File: src/rtl/pwm10_pkg.sv
package pwm10_pkg;
  localparam int unsigned CNT_W      = 8;
  localparam int unsigned SUB_W      = 2;
  localparam int unsigned PRE_SEL_W  = 2;
  localparam int unsigned PRE_CNT_W  = 4;
  localparam int unsigned POST_SEL_W = 4;
  localparam int unsigned DUTY_W     = CNT_W + SUB_W;
  // control register layout: enable, duty low bits, prescale, postscale
  localparam int unsigned EN_BIT     = 0;
  localparam int unsigned LO_LSB     = 1;
  localparam int unsigned PRE_LSB    = LO_LSB + SUB_W;
  localparam int unsigned POST_LSB   = PRE_LSB + PRE_SEL_W;
  localparam int unsigned CTRL_W     = POST_LSB + POST_SEL_W;
endpackage

File: src/rtl/pwm_prescaler.sv
module pwm_prescaler #(
  parameter int unsigned SEL_W = pwm10_pkg::PRE_SEL_W,
  parameter int unsigned CNT_W = pwm10_pkg::PRE_CNT_W
) (
  input  logic             clk_i,
  input  logic             rst_ni,
  input  logic             clr_i,
  input  logic [SEL_W-1:0] sel_i,
  output logic             tick_o
);
  logic [CNT_W-1:0] cnt_q;
  logic [CNT_W-1:0] lim;
  logic [SEL_W:0]   shamt;
  logic [CNT_W:0]   one_sh;

  // divide by 4**sel, saturated at 2**CNT_W
  always_comb begin
    shamt = {sel_i, 1'b0};
    if (shamt > (SEL_W+1)'(CNT_W)) shamt = (SEL_W+1)'(CNT_W);
    one_sh = (CNT_W+1)'(1) << shamt;
    lim    = CNT_W'(one_sh - (CNT_W+1)'(1));
  end

  assign tick_o = !clr_i && (cnt_q >= lim);

  always_ff @(posedge clk_i or negedge rst_ni) begin
    if (!rst_ni)            cnt_q <= '0;
    else if (clr_i)         cnt_q <= '0;
    else if (cnt_q >= lim)  cnt_q <= '0;
    else                    cnt_q <= cnt_q + 1'b1;
  end
endmodule

File: src/rtl/pwm_timebase.sv
module pwm_timebase #(
  parameter int unsigned CNT_W = pwm10_pkg::CNT_W,
  parameter int unsigned SUB_W = pwm10_pkg::SUB_W,
  localparam int unsigned FULL_W = CNT_W + SUB_W
) (
  input  logic              clk_i,
  input  logic              rst_ni,
  input  logic              clr_i,
  input  logic              tick_i,
  input  logic [CNT_W-1:0]  per_i,
  output logic [CNT_W-1:0]  tmr_o,
  output logic              roll_o,
  output logic [FULL_W-1:0] nxt_cnt_o
);
  logic [CNT_W-1:0] tmr_q;
  logic [SUB_W-1:0] sub_q;
  logic             terminal;

  assign terminal  = (tmr_q == per_i) && (&sub_q);
  assign roll_o    = tick_i && terminal;
  assign nxt_cnt_o = {tmr_q, sub_q} + 1'b1;
  assign tmr_o     = tmr_q;

  always_ff @(posedge clk_i or negedge rst_ni) begin
    if (!rst_ni) begin
      tmr_q <= '0;
      sub_q <= '0;
    end else if (clr_i) begin
      tmr_q <= '0;
      sub_q <= '0;
    end else if (tick_i) begin
      if (terminal) begin
        tmr_q <= '0;
        sub_q <= '0;
      end else begin
        {tmr_q, sub_q} <= nxt_cnt_o;
      end
    end
  end
endmodule

File: src/rtl/pwm_duty_out.sv
module pwm_duty_out #(
  parameter int unsigned DUTY_W = pwm10_pkg::DUTY_W
) (
  input  logic              clk_i,
  input  logic              rst_ni,
  input  logic              clr_i,
  input  logic              tick_i,
  input  logic              roll_i,
  input  logic [DUTY_W-1:0] nxt_cnt_i,
  input  logic [DUTY_W-1:0] duty_new_i,
  output logic [DUTY_W-1:0] duty_act_o,
  output logic              out_o
);
  logic [DUTY_W-1:0] shadow_q;
  logic              out_q;

  assign duty_act_o = shadow_q;
  assign out_o      = out_q;

  always_ff @(posedge clk_i or negedge rst_ni) begin
    if (!rst_ni)     shadow_q <= '0;
    else if (roll_i) shadow_q <= duty_new_i;
  end

  // set at wrap unless new duty is zero; clear when count reaches duty
  always_ff @(posedge clk_i or negedge rst_ni) begin
    if (!rst_ni)                              out_q <= 1'b0;
    else if (clr_i)                           out_q <= 1'b0;
    else if (roll_i)                          out_q <= |duty_new_i;
    else if (tick_i && nxt_cnt_i == shadow_q) out_q <= 1'b0;
  end
endmodule

File: src/rtl/pwm_postscaler.sv
module pwm_postscaler #(
  parameter int unsigned SEL_W = pwm10_pkg::POST_SEL_W
) (
  input  logic             clk_i,
  input  logic             rst_ni,
  input  logic             clr_i,
  input  logic             roll_i,
  input  logic [SEL_W-1:0] sel_i,
  output logic             evt_o
);
  logic [SEL_W-1:0] cnt_q;
  logic             evt_q;
  logic             hit;

  assign hit   = cnt_q >= sel_i;
  assign evt_o = evt_q;

  always_ff @(posedge clk_i or negedge rst_ni) begin
    if (!rst_ni) begin
      cnt_q <= '0;
      evt_q <= 1'b0;
    end else if (clr_i) begin
      cnt_q <= '0;
      evt_q <= 1'b0;
    end else begin
      evt_q <= roll_i && hit;
      if (roll_i) cnt_q <= hit ? '0 : cnt_q + 1'b1;
    end
  end
endmodule

File: src/rtl/pwm10_gen.sv
module pwm10_gen #(
  parameter int unsigned CNT_W      = pwm10_pkg::CNT_W,
  parameter int unsigned SUB_W      = pwm10_pkg::SUB_W,
  parameter int unsigned PRE_SEL_W  = pwm10_pkg::PRE_SEL_W,
  parameter int unsigned PRE_CNT_W  = pwm10_pkg::PRE_CNT_W,
  parameter int unsigned POST_SEL_W = pwm10_pkg::POST_SEL_W,
  localparam int unsigned DUTY_W    = CNT_W + SUB_W,
  localparam int unsigned LO_LSB    = 1,
  localparam int unsigned PRE_LSB   = LO_LSB + SUB_W,
  localparam int unsigned POST_LSB  = PRE_LSB + PRE_SEL_W,
  localparam int unsigned CTRL_W    = POST_LSB + POST_SEL_W
) (
  input  logic              clk_i,
  input  logic              rst_ni,
  input  logic              per_we_i,
  input  logic [CNT_W-1:0]  per_wdata_i,
  input  logic              duty_we_i,
  input  logic [CNT_W-1:0]  duty_wdata_i,
  input  logic              ctrl_we_i,
  input  logic [CTRL_W-1:0] ctrl_wdata_i,
  input  logic              oe_i,
  output logic              pwm_o,
  output logic              pin_en_o,
  output logic              period_evt_o,
  output logic [DUTY_W-1:0] duty_act_o,
  output logic [CNT_W-1:0]  tmr_o
);
  logic [CNT_W-1:0]  per_q;
  logic [CNT_W-1:0]  duty_hi_q;
  logic [CTRL_W-1:0] ctrl_q;

  logic                  en;
  logic                  clr;
  logic [SUB_W-1:0]      duty_lo;
  logic [PRE_SEL_W-1:0]  pre_sel;
  logic [POST_SEL_W-1:0] post_sel;
  logic                  tick;
  logic                  roll;
  logic [DUTY_W-1:0]     nxt_cnt;
  logic                  out_raw;

  always_ff @(posedge clk_i or negedge rst_ni) begin
    if (!rst_ni) begin
      per_q     <= '0;
      duty_hi_q <= '0;
      ctrl_q    <= '0;
    end else begin
      if (per_we_i)  per_q     <= per_wdata_i;
      if (duty_we_i) duty_hi_q <= duty_wdata_i;
      if (ctrl_we_i) ctrl_q    <= ctrl_wdata_i;
    end
  end

  assign en       = ctrl_q[0];
  assign clr      = !en;
  assign duty_lo  = ctrl_q[PRE_LSB-1:LO_LSB];
  assign pre_sel  = ctrl_q[POST_LSB-1:PRE_LSB];
  assign post_sel = ctrl_q[CTRL_W-1:POST_LSB];

  pwm_prescaler #(.SEL_W(PRE_SEL_W), .CNT_W(PRE_CNT_W)) u_pre (
    .clk_i  (clk_i),
    .rst_ni (rst_ni),
    .clr_i  (clr),
    .sel_i  (pre_sel),
    .tick_o (tick)
  );

  pwm_timebase #(.CNT_W(CNT_W), .SUB_W(SUB_W)) u_tb (
    .clk_i     (clk_i),
    .rst_ni    (rst_ni),
    .clr_i     (clr),
    .tick_i    (tick),
    .per_i     (per_q),
    .tmr_o     (tmr_o),
    .roll_o    (roll),
    .nxt_cnt_o (nxt_cnt)
  );

  pwm_duty_out #(.DUTY_W(DUTY_W)) u_duty (
    .clk_i      (clk_i),
    .rst_ni     (rst_ni),
    .clr_i      (clr),
    .tick_i     (tick),
    .roll_i     (roll),
    .nxt_cnt_i  (nxt_cnt),
    .duty_new_i ({duty_hi_q, duty_lo}),
    .duty_act_o (duty_act_o),
    .out_o      (out_raw)
  );

  pwm_postscaler #(.SEL_W(POST_SEL_W)) u_post (
    .clk_i  (clk_i),
    .rst_ni (rst_ni),
    .clr_i  (clr),
    .roll_i (roll),
    .sel_i  (post_sel),
    .evt_o  (period_evt_o)
  );

  // disable forces the pin low without waiting for the stage registers
  assign pwm_o    = oe_i && en && out_raw;
  assign pin_en_o = oe_i;
endmodule

File: config.mk
export PLATFORM = sky130hd
export DESIGN_NAME = pwm10_gen
export DESIGN_NICKNAME = d
export VERILOG_FILES = /design/src/rtl/pwm10_pkg.sv /design/src/rtl/pwm_prescaler.sv /design/src/rtl/pwm_timebase.sv /design/src/rtl/pwm_duty_out.sv /design/src/rtl/pwm_postscaler.sv /design/src/rtl/pwm10_gen.sv
export SDC_FILE = /design/constraint.sdc
export NUM_CORES = 1
export LEC_CHECK = 0
export ABC_AREA = 1
export BUFFER_PORTS_ARGS = -buffer_cell sky130_fd_sc_hd__buf_2
export CORE_UTILIZATION = 61
export DETAILED_ROUTE_END_ITERATION = 6
export PLACE_DENSITY = 0.84
export SYNTH_ARGS = -nofsm -noshare
export SYNTH_HDL_FRONTEND = slang
export SYNTH_HIERARCHICAL = 1
export SYNTH_SLANG_ARGS = --single-unit
File: constraint.sdc
create_clock -name clk_i -period 5.55 [get_ports clk_i]
set_input_delay 0.2775 -clock clk_i [delete_from_list [all_inputs] [get_ports clk_i]]
set_output_delay 0.2775 -clock clk_i [all_outputs]
set_load 0.01 [all_outputs]
After elaboration in Yosys (flattened, before gate mapping)
Cells that the tools add are included.
{"block": "word_totals", "regBits": 55, "in_bits": 31}
{"block": "op_classes", "n_shift": 1, "n_reduce_logical": 9, "addsub": 4, "eq_ne": 5, "magnitude_cmp": 3, "n_mux": 16}
{"op": "8-bit 2-to-1 mux", "count": 3}
{"op": "4-bit 2-to-1 mux", "count": 5}
{"op": "10-bit by 1-bit adder with 10-bit output (second input constant)", "count": 1}
{"op": "10-bit equality test", "count": 1}
{"op": "10-bit OR reduction", "count": 1}
{"op": "4-bit by 1-bit adder with 4-bit output (second input constant)", "count": 2}
{"op": "8-bit equality test", "count": 1}
{"op": "4-bit >= comparator", "count": 2}
{"op": "1-bit logical AND", "count": 7}
{"op": "2-bit 2-to-1 mux", "count": 3}
{"op": "1-bit 2-to-1 mux", "count": 4}
{"op": "2-bit by 1-bit inequality test with 1-bit output (second input constant)", "count": 2}
{"op": "1-bit by 3-bit left shift with 4-bit output (first input constant)", "count": 1}
{"op": "4-bit by 1-bit subtractor with 4-bit output (second input constant)", "count": 1}
{"op": "3-bit > comparator (second input constant)", "count": 1}
{"op": "3-bit 2-to-1 mux", "count": 1}
{"op": "3-bit by 1-bit inequality test with 1-bit output (second input constant)", "count": 1}
{"op": "2-bit AND reduction", "count": 1}

Longest topological paths before layout
Gate-level depths: netlist of run 1.
{"block": "logic_depth", "word_depth": 10, "mapped_depth": 17, "mapped_depth_nobuf": 17}

Cells and area by module
Netlist of run 1, hierarchy kept.
{"mod": "pwm10_gen", "area_per_inst_um2": 974.7, "seq_area_each_um2": 625.6, "cells_each": 111, "instances": 1}
{"mod": "pwm_timebase", "area_per_inst_um2": 890.9, "seq_area_each_um2": 250.2, "cells_each": 157, "instances": 1}
{"mod": "pwm_duty_out", "area_per_inst_um2": 654.4, "seq_area_each_um2": 275.3, "cells_each": 102, "instances": 1}
{"mod": "pwm_postscaler", "area_per_inst_um2": 355.3, "seq_area_each_um2": 125.1, "cells_each": 46, "instances": 1}
{"mod": "pwm_prescaler", "area_per_inst_um2": 321.6, "seq_area_each_um2": 100.1, "cells_each": 41, "instances": 1}

Worst setup path before layout of run 1
OpenSTA, ideal clock, no wires.
{"block": "synth_path", "kind": "register to register", "from": "register ctrl_q[4]", "to": "register u_post.cnt_q[3]", "stages_incl_launch_ff": 16, "setup_time_ns": 0.083, "synth_period_minus_slack_ns": 2.364, "setup_slack_ns": 3.186, "n_path_buf": 0, "t_arrival_ns": 2.282, "path_cell_list": "dfrtp_1 -> nor2_1 -> inv_1 -> ha_1 -> ha_1 -> nand2_1 -> inv_1 -> nand2_1 -> nand3_2 -> nand2_1 -> inv_1 -> nor3b_1 -> inv_1 -> nor2_2 -> nand3_1 -> o22ai_1"}
{"block": "synth_via", "elab_chain_len": 8}
{"element": "from (decl)", "line": "pwm10_gen.sv:30", "rtl": "logic [CTRL_W-1:0] ctrl_q;"}
{"element": "from (signal assigned)", "line": "pwm10_gen.sv:50", "rtl": "if (ctrl_we_i) ctrl_q <= ctrl_wdata_i;"}
{"element": "3-bit > comparator", "line": "pwm_prescaler.sv:19", "rtl": "if (shamt > (SEL_W+1)'(CNT_W)) shamt = (SEL_W+1)'(CNT_W);"}
{"element": "3-bit 2-to-1 mux *", "line": "pwm_prescaler.sv:19"}
{"element": "1-bit by 3-bit left shift with 4-bit output *", "line": "pwm_prescaler.sv:20", "rtl": "one_sh = (CNT_W+1)'(1) << shamt;"}
{"element": "4-bit by 1-bit subtractor with 4-bit output *", "line": "pwm_prescaler.sv:21", "rtl": "lim = CNT_W'(one_sh - (CNT_W+1)'(1));"}
{"element": "4-bit >= comparator *", "line": "pwm_prescaler.sv:24", "rtl": "assign tick_o = !clr_i && (cnt_q >= lim);"}
{"element": "1-bit logical AND *", "line": "pwm_prescaler.sv:24"}
{"element": "named net tick", "line": "pwm10_gen.sv:37", "rtl": "logic tick;"}
{"element": "1-bit logical AND *", "line": "pwm_timebase.sv:20", "rtl": "assign roll_o = tick_i && terminal;"}
{"element": "named net roll", "line": "pwm10_gen.sv:38", "rtl": "logic roll;"}
{"element": "2-bit by 1-bit inequality test with 1-bit output (no line) *"}
{"element": "to (signal assigned)", "line": "pwm_postscaler.sv:27", "rtl": "if (roll_i) cnt_q <= hit ? '0 : cnt_q + 1'b1;"}
{"element": "to (decl)", "line": "pwm_postscaler.sv:11", "rtl": "logic [SEL_W-1:0] cnt_q;"}
Mark *: on every way through the listed nets, which the timed path passes. The rest lies on a longest branch.
A chain may end at the register's enable or synchronous reset.

Worst setup path in the final report of run 1
Same ends and word-level chain as after synthesis.

==> summary.txt, run 1 <==
Outcome
  – Run status: completed

Floorplanning
  – Die W: 74.39 um
  – Core Area: 4880 um2
  – I/O Pins: 52
  – Die area: 5534 um2
  – Initial core utilization: 65.51%
  – Row Count: 25
  – Die Y: 74.39 um

Cells and area
  – Layout cells sized above 1: ~16%
  – Layout Nets: 551
  – Final core utilization: 73.44%
  – Final Instance Area: approximately 3600 um2
  – Antenna Cells: 0
  – Cell Count, Final, Fillers Out: between 500 and 600
  – Area Growth Syn to Fin: 12.09%

Timing
  – Worst Skew: 0.01283 ns
  – Final hold vios: 0
  – RSZ-0062 raised after global routing: false
  – Setup Viol. Count Final: 0
  – Worst slew pin tran: roughly 1.2 ns
  – Slew HR: 19.16%
  – Final Critical Period: between 3 and 4 ns
  – Fmax: 0.3113 GHz
  – Setup tns final: 0 ns
  – Final Hold Slack: approximately 0.08 ns
  – Fin crit share: 57.88%
  – Max-slew violations: 0

Clock network
  – Clk pin slew, worst setup/hold paths: 0.09 ns
  – # hold bufs at CTS: 0
  – Root Driver: clkbuf_8
  – Clk buf depth: 2
  – H-tree Lvls: 2
  – Clk sink count: 55
  – CTS tree: built
  – Num CTS Buffers: 5
  – Post-cts repair resize count: 0
  – Worst-Skew Late Latency: 0.31 ns
  – Setup Fix Bufs, Post-CTS: 0

Global routing
  – GRT Residual Overflow: 0
  – Vias in the first global route: roughly 2600
  – Total Routing Usage GR: between 20% and 30%
  – First-pass GRT wire length: 10850 um
  – Largest net degree at the start of global routing: 56
  – Initial antenna violation count: 0

Synth
  – Post-Synthesis Cells: 457
  – Synth warn: 6
  – Yosys top cell by area: dfrtp_1
  – Avg Inst Size Synth: 6.995 um2
  – Synth cell types: 33
  – Synth cell count leaders: nand2_1 (206), inv_1 (69), dfrtp_1 (55), nor2_1 (32)
  – Synth top area cells: dfrtp_1 (43%), nand2_1 (24%), inv_1 (8.1%)
  – Post-synthesis register bit count: 55
  – Post-Syn Area: 3197 um2
  – Post-synth ARST share: 100.0%
  – Count leader, synth: nand2_1
  – Top cell type's share of synthesized area: 43.05%
  – Predominant post-synthesis flop cell: dfrtp_1
  – Net count after synthesis: 500
  – Register area share after synthesis: 43.05%
  – Post-synth EDFFs: 0

Worst hold path
  – Worst min path class: in -> async

Routing
  – Vias: 2859
  – Via density: 4.964
  – Drt first pass iters: 4
  – DR DRC count: 0
  – Antenna Violating Nets Remaining: 0
  – Per-cell routed wire length: 11.55 um
  – Drt total wl: 6651 um
  – Iter 0 DRT Violations: 157

Critical path
  – CP most frequent cell: inv_1
  – Crit Path Class: reg -> reg
  – Worst-path cell chain: nor2_1 -> inv_1 -> ha_1 -> ha_1 -> nand2_1 -> inv_1 -> nand2_1 -> nand3_2 -> nand2_1 -> inv_1 -> nor3b_2 -> inv_1 -> nor2_2 -> nand3_1 -> o22ai_1
  – CP top delay family: simple AND/OR/NAND/NOR gates
  – Startpoint Class: flop
  – CP Data Arrival Time: between 3 and 4 ns
  – Critical path data required time: 5.77 ns
  – Endpoint type of the worst setup path: flop
  – Largest stage delay on the critical path: 0.96 ns
  – Critical path's slowest cell: nor3b_2
  – WP buf/inv: 4
  – Max FO, Critical Path: 24

Placement
  – IO Port Bufs: 51
  – HPWL Detailed: 4956 um
  – GPL Wtd Cong: 0.9013
  – Placed Area: approximately 3500 um2
  – Dpl cells: 568

Power
  – Leakage: 2.079 nW
  – Max rail drop VDD: about 140 uV
  – Pwr per Cell Area: 225.4 nW/um2

Run
  – Max_cap viols: 0
-- placed cells by master (no fill, tap or decap), drive strengths merged --
cell type,netlist,final
a21boi,2,2
a21o,1,1
a21oi,6,6
buf,7,52
clkbuf,1,7
clkinv,1,2
dfrtp,55,55
ha,12,12
inv,76,76
nand2,208,208
nand3,18,18
nand3b,1,1
nand4,5,5
nor2,36,36
nor3,1,1
nor3b,2,2
o211ai,1,1
o21ai,15,15
o21bai,1,1
o22ai,3,3
or2,2,2
xnor2,1,1
xor2,2,2
-- registers in the layout, summed over array words and instances, names as in the netlist --
name,cells
u_duty/duty_act_o,10
ctrl_q,9
duty_hi_q,8
per_q,8
u_tb/tmr_o,8
u_post/cnt_q,4
u_pre/cnt_q,4
u_tb/sub_q,2
u_duty/out_o,1
u_post/evt_o,1
-- final timing paths --
kind,startpoint,end,slack (ns),cells after the start
setup / recovery,ctrl_q[4]$_DFFE_PN0P_,u_post/cnt_q[3]$_DFFE_PN0P_,2.34,15
hold / removal,rst_ni,per_q[5]$_DFFE_PN0P_,0.08,2
setup reg to reg,ctrl_q[4]$_DFFE_PN0P_,u_post/cnt_q[3]$_DFFE_PN0P_,2.34,15
hold reg to reg,ctrl_q[7]$_DFFE_PN0P_,ctrl_q[7]$_DFFE_PN0P_,0.48,2
max in group asynchronous,rst_ni,u_tb/sub_q[1]$_DFFE_PN0P_,5.00,2
min in group clk_i,duty_wdata_i[3],duty_hi_q[3]$_DFFE_PN0P_,0.16,3
-- where the power goes --
| part | total, mW | switching [mW] | internal (mW) |
|---|---|---|---|
| Sequential | 0.446 | 0.0226 | 0.423 |
| Combinational | 0.132 | 0.0817 | 0.0507 |
| Clock | 0.230 | 0.127 | 0.103 |
| Total | 0.808 | 0.232 | 0.576 |
-- kinds of logic after synthesis --
| family | Yosys count | synth area share, % |
|---|---|---|
| and+or+nand+nor | 273 | 35.11 |
| buffers and inverters | 85 | 10.92 |
| DFF | 55 | 43.05 |
| AOI/OAI and AO/OA | 29 | 5.401 |
| adders and majority gates | 12 | 4.697 |
| xor gates and xnor gates | 3 | 0.8221 |
-- per-stage QoR --
step / setup WS, ns / power (mW)
2_1_floorplan: 3.186 / 0.5434
3_3_place_gp: 2.543 / 0.5794
3_5_place_dp: 2.370 / 0.5866
4_1_cts: 2.352 / 0.8163
5_1_grt: 1.958 / 0.8511
6_report: 2.337 / 0.8079
-- worst reg2reg max path, cell delays in order, from the launching register on --
cell and delay (ns):
dfrtp_1 0.40, nor2_1 0.14, inv_1 0.08, ha_1 0.28, ha_1 0.29, nand2_1 0.05
inv_1 0.05, nand2_1 0.05, nand3_2 0.10, nand2_1 0.06, inv_1 0.08, nor3b_2 0.96
inv_1 0.14, nor2_2 0.20, nand3_1 0.10, o22ai_1 0.14
-- per-layer routing --
layer	part of all wire, %	track usage [%]	up-vias
met2	49	43.44	80
met4	1.1	9.224	0
met1	45	33.16	1294
met3	4.7	3.930	7
li1	-	-	1478
met5	0	0	-
-- area by class of cell --
type	instances	area [um2]
Fill cell	419	1296
Clock inverter	1	8.758
Tap cell	67	83.83
Sequential cell	55	1376
Timing Repair Buffer	52	262.8
Multi-Input combinational cell	317	1476
Inverter	77	289.0
Clock buffer	7	86.33
No activity file was read; power rests on OpenSTA's default activity.
==> run 2: changes to the inputs <==
--- a/config.mk
+++ b/config.mk
@@ -7,9 +7,9 @@
 export LEC_CHECK = 0
 export ABC_AREA = 1
 export BUFFER_PORTS_ARGS = -buffer_cell sky130_fd_sc_hd__buf_2
-export CORE_UTILIZATION = 61
+export CORE_UTILIZATION = 51
 export DETAILED_ROUTE_END_ITERATION = 6
-export PLACE_DENSITY = 0.84
+export PLACE_DENSITY = 0.75
 export SYNTH_ARGS = -nofsm -noshare
 export SYNTH_HDL_FRONTEND = slang
 export SYNTH_HIERARCHICAL = 1
==> constraint.sdc (replaced) <==
create_clock -name clk_i -period 2.6 [get_ports clk_i]
set_input_delay 0.13 -clock clk_i [delete_from_list [all_inputs] [get_ports clk_i]]
set_output_delay 0.13 -clock clk_i [all_outputs]
set_load 0.01 [all_outputs]
==> summary.txt, run 2 (same netlist as run 1, synthesis figures left out) <==
Outcome
  – Run status: completed

Cells and area
  – Max FFs per register: 10
  – Commonest non-fill, non-tap cell in the layout: nand2_1
  – Final Instance Area: 3656 um2
  – Final core utilization: 61.03%
  – Commonest cells after routing, fill and taps aside: nand2_1 (206), inv_1 (69), dfrtp_1 (55)
  – Filler Cells Inserted: 560
  – Area Growth Syn to Fin: 14.36%
  – Layout cells sized above 1: 16.41%
  – Antenna Cells: 0
  – Layout Nets: 554
  – Cell Count, Final, Fillers Out: 587

Power
  – Pwr per Cell Area: 498.8 nW/um2
  – Max rail drop VDD: 244.5 uV
  – Switching part of the total: between 20% and 30%
  – P_int: 1.327 mW
  – Sequential power share: between 50% and 60%
  – Clk pwr share: about a third
  – Leakage: between 2 and 2.5 nW
  – Switch Pwr: between 400 and 500 uW
  – Power Total: roughly 1.8 mW
  – Logic pwr share: 15.7%

Clock network
  – Clk buf depth: 2
  – Root Driver: clkbuf_8
  – Worst-Skew Late Latency: a little over 0.3 ns
  – Clk pin slew, worst setup/hold paths: 0.10 ns
  – Setup Fix Bufs, Post-CTS: 0
  – H-tree Lvls: 2
  – CTS tree: built
  – Clk sink count: 55
  – Num CTS Buffers: 5

Timing
  – Slew HR: 69.62%
  – Final Hold Slack: roughly 0.0093 ns
  – Worst Skew: between 0.01 and 0.015 ns
  – Fin crit share: 93.72%
  – Setup tns final: 0 ns
  – Fmax: 0.4104 GHz
  – Worst Setup Slack, final: 0.1632 ns
  – Setup Viol. Count Final: 0
  – Final hold vios: 0
  – RSZ-0062 raised after global routing: false
  – Final Critical Period: between 2 and 2.5 ns
  – Max-slew violations: 0
  – Worst slew pin tran: 0.4557 ns

Critical path
  – Max FO, Critical Path: 5
  – Startpoint Class: flop
  – Endpoint type of the worst setup path: flop
  – CP Data Arrival Time: 2.66 ns
  – Crit Path Class: reg -> reg
  – Worst-path cell chain: nor2_1 -> inv_1 -> ha_1 -> ha_1 -> nand2_1 -> inv_1 -> nand2_1 -> nand3_2 -> nand2_1 -> inv_1 -> nor3b_4 -> inv_1 -> nor2_4 -> nand3_1 -> o22ai_1
  – Critical path's slowest cell: dfrtp_1
  – WP buf/inv: 4
  – CP most frequent cell: inv_1
  – Critical path data required time: 2.83 ns
  – CP top delay family: simple AND/OR/NAND/NOR gates
  – R2R setup slack: 0.16 ns
  – Largest stage delay on the critical path: around 0.40 ns

Placement
  – Dpl cells: 578
  – GPL Wtd Cong: 0.8600
  – HPWL Detailed: roughly 5300 um
  – Placed Area: between 3000 and 4000 um2
  – Pre-CTS WS: 0.1636 ns
  – IO Port Bufs: 51

Routing
  – Max Used Layer: met4
  – Met1 WL: 3200 um
  – Drt total wl: 6792 um
  – Vias: 2846
  – Met3 Wirelength: 227 um
  – Iter 0 DRT Violations: between 150 and 200
  – DR DRC count: 0
  – Antenna Violating Nets Remaining: 0
  – Per-cell routed wire length: 11.57 um
  – Drt first pass iters: 4
  – DR WL met2: around 3300 um
  – Via density: 4.848

Global routing
  – First-pass GRT wire length: around 11000 um
  – GRT Residual Overflow: 0
  – Initial antenna violation count: 0
  – Total Routing Usage GR: 21.87%
  – Vias in the first global route: 2580
  – Largest net degree at the start of global routing: 37

Floorplanning
  – Die area: around 6600 um2
  – Initial core utilization: 53.36%
  – Row Count: 28
  – Core Area: 5991 um2
  – Die Y: 81.17 um
  – Die W: 81.17 um
  – I/O Pins: 52

Worst hold path
  – Worst min path class: in -> reg

Run
  – Max_cap viols: 0
-- run 2: cell types whose count changed in the layout (fill, tap and decap cells not counted), sizes merged --
cell	before	now
buf	52	54
clkbuf	7	6
bufinv	0	1
dlygate4sd3	0	1
-- run 2: cell type report --
type,instances,area [um2],area share (%)
timing repair buffer,55,291.5,7.974
sequential,55,1376,37.65
clock inverter,2,35.03,0.9582
tap,75,93.84,2.567
inverter,77,289.0,7.906
multi-input combinational,317,1488,40.69
clock buffer,6,82.58,2.259
-- run 2: power by group through the flow --
| stage | logic [mW] | clock network, mW | registers (mW) |
|---|---|---|---|
| 3_5_place_dp | 0.286 | 0 | 0.966 |
| 5_1_grt | 0.338 | 0.630 | 0.957 |
| 4_1_cts | 0.288 | 0.595 | 0.949 |
| 6_report | 0.287 | 0.587 | 0.950 |
| 2_1_floorplan | 0.205 | 0 | 0.954 |
| 3_3_place_gp | 0.276 | 0 | 0.963 |
-- run 2: worst reg2reg max path: cells and delay by family (launching register included) --
family | cells | cell delay [ns]
buffers and inverters | 4 | 0.34
DFF | 1 | 0.40
AOI/OAI and AO/OA | 1 | 0.12
and+or+nand+nor | 8 | 0.93
adders and majority gates | 2 | 0.57
-- run 2: path summary, 6_finish.rpt --
| path | startpoint | to | cells after the start |
|---|---|---|---|
| min | duty_wdata_i[6] | duty_hi_q[6]$_DFFE_PN0P_ | 3 |
| max reg2reg | ctrl_q[4]$_DFFE_PN0P_ | u_post/cnt_q[3]$_DFFE_PN0P_ | 15 |
| min reg2reg | ctrl_q[8]$_DFFE_PN0P_ | ctrl_q[8]$_DFFE_PN0P_ | 2 |
| min in group asynchronous | rst_ni | per_q[6]$_DFFE_PN0P_ | 2 |
| max in group asynchronous | rst_ni | u_tb/sub_q[0]$_DFFE_PN0P_ | 3 |
| max | ctrl_q[4]$_DFFE_PN0P_ | u_post/cnt_q[3]$_DFFE_PN0P_ | 15 |
-- run 2: what timing repair did --
item                                   CTS  global route
hold buffers                             1             0
endpoints found under the hold margin   19             0
gates resized for setup                  0             3
setup endpoints to repair                0             6
-- run 2: per-layer routing --
layer | GRT usage, % | vias up
met5 | 0 | -
met4 | 6.071 | 0
met3 | 3.483 | 7
met2 | 36.30 | 49
met1 | 29.54 | 1305
li1 | - | 1485
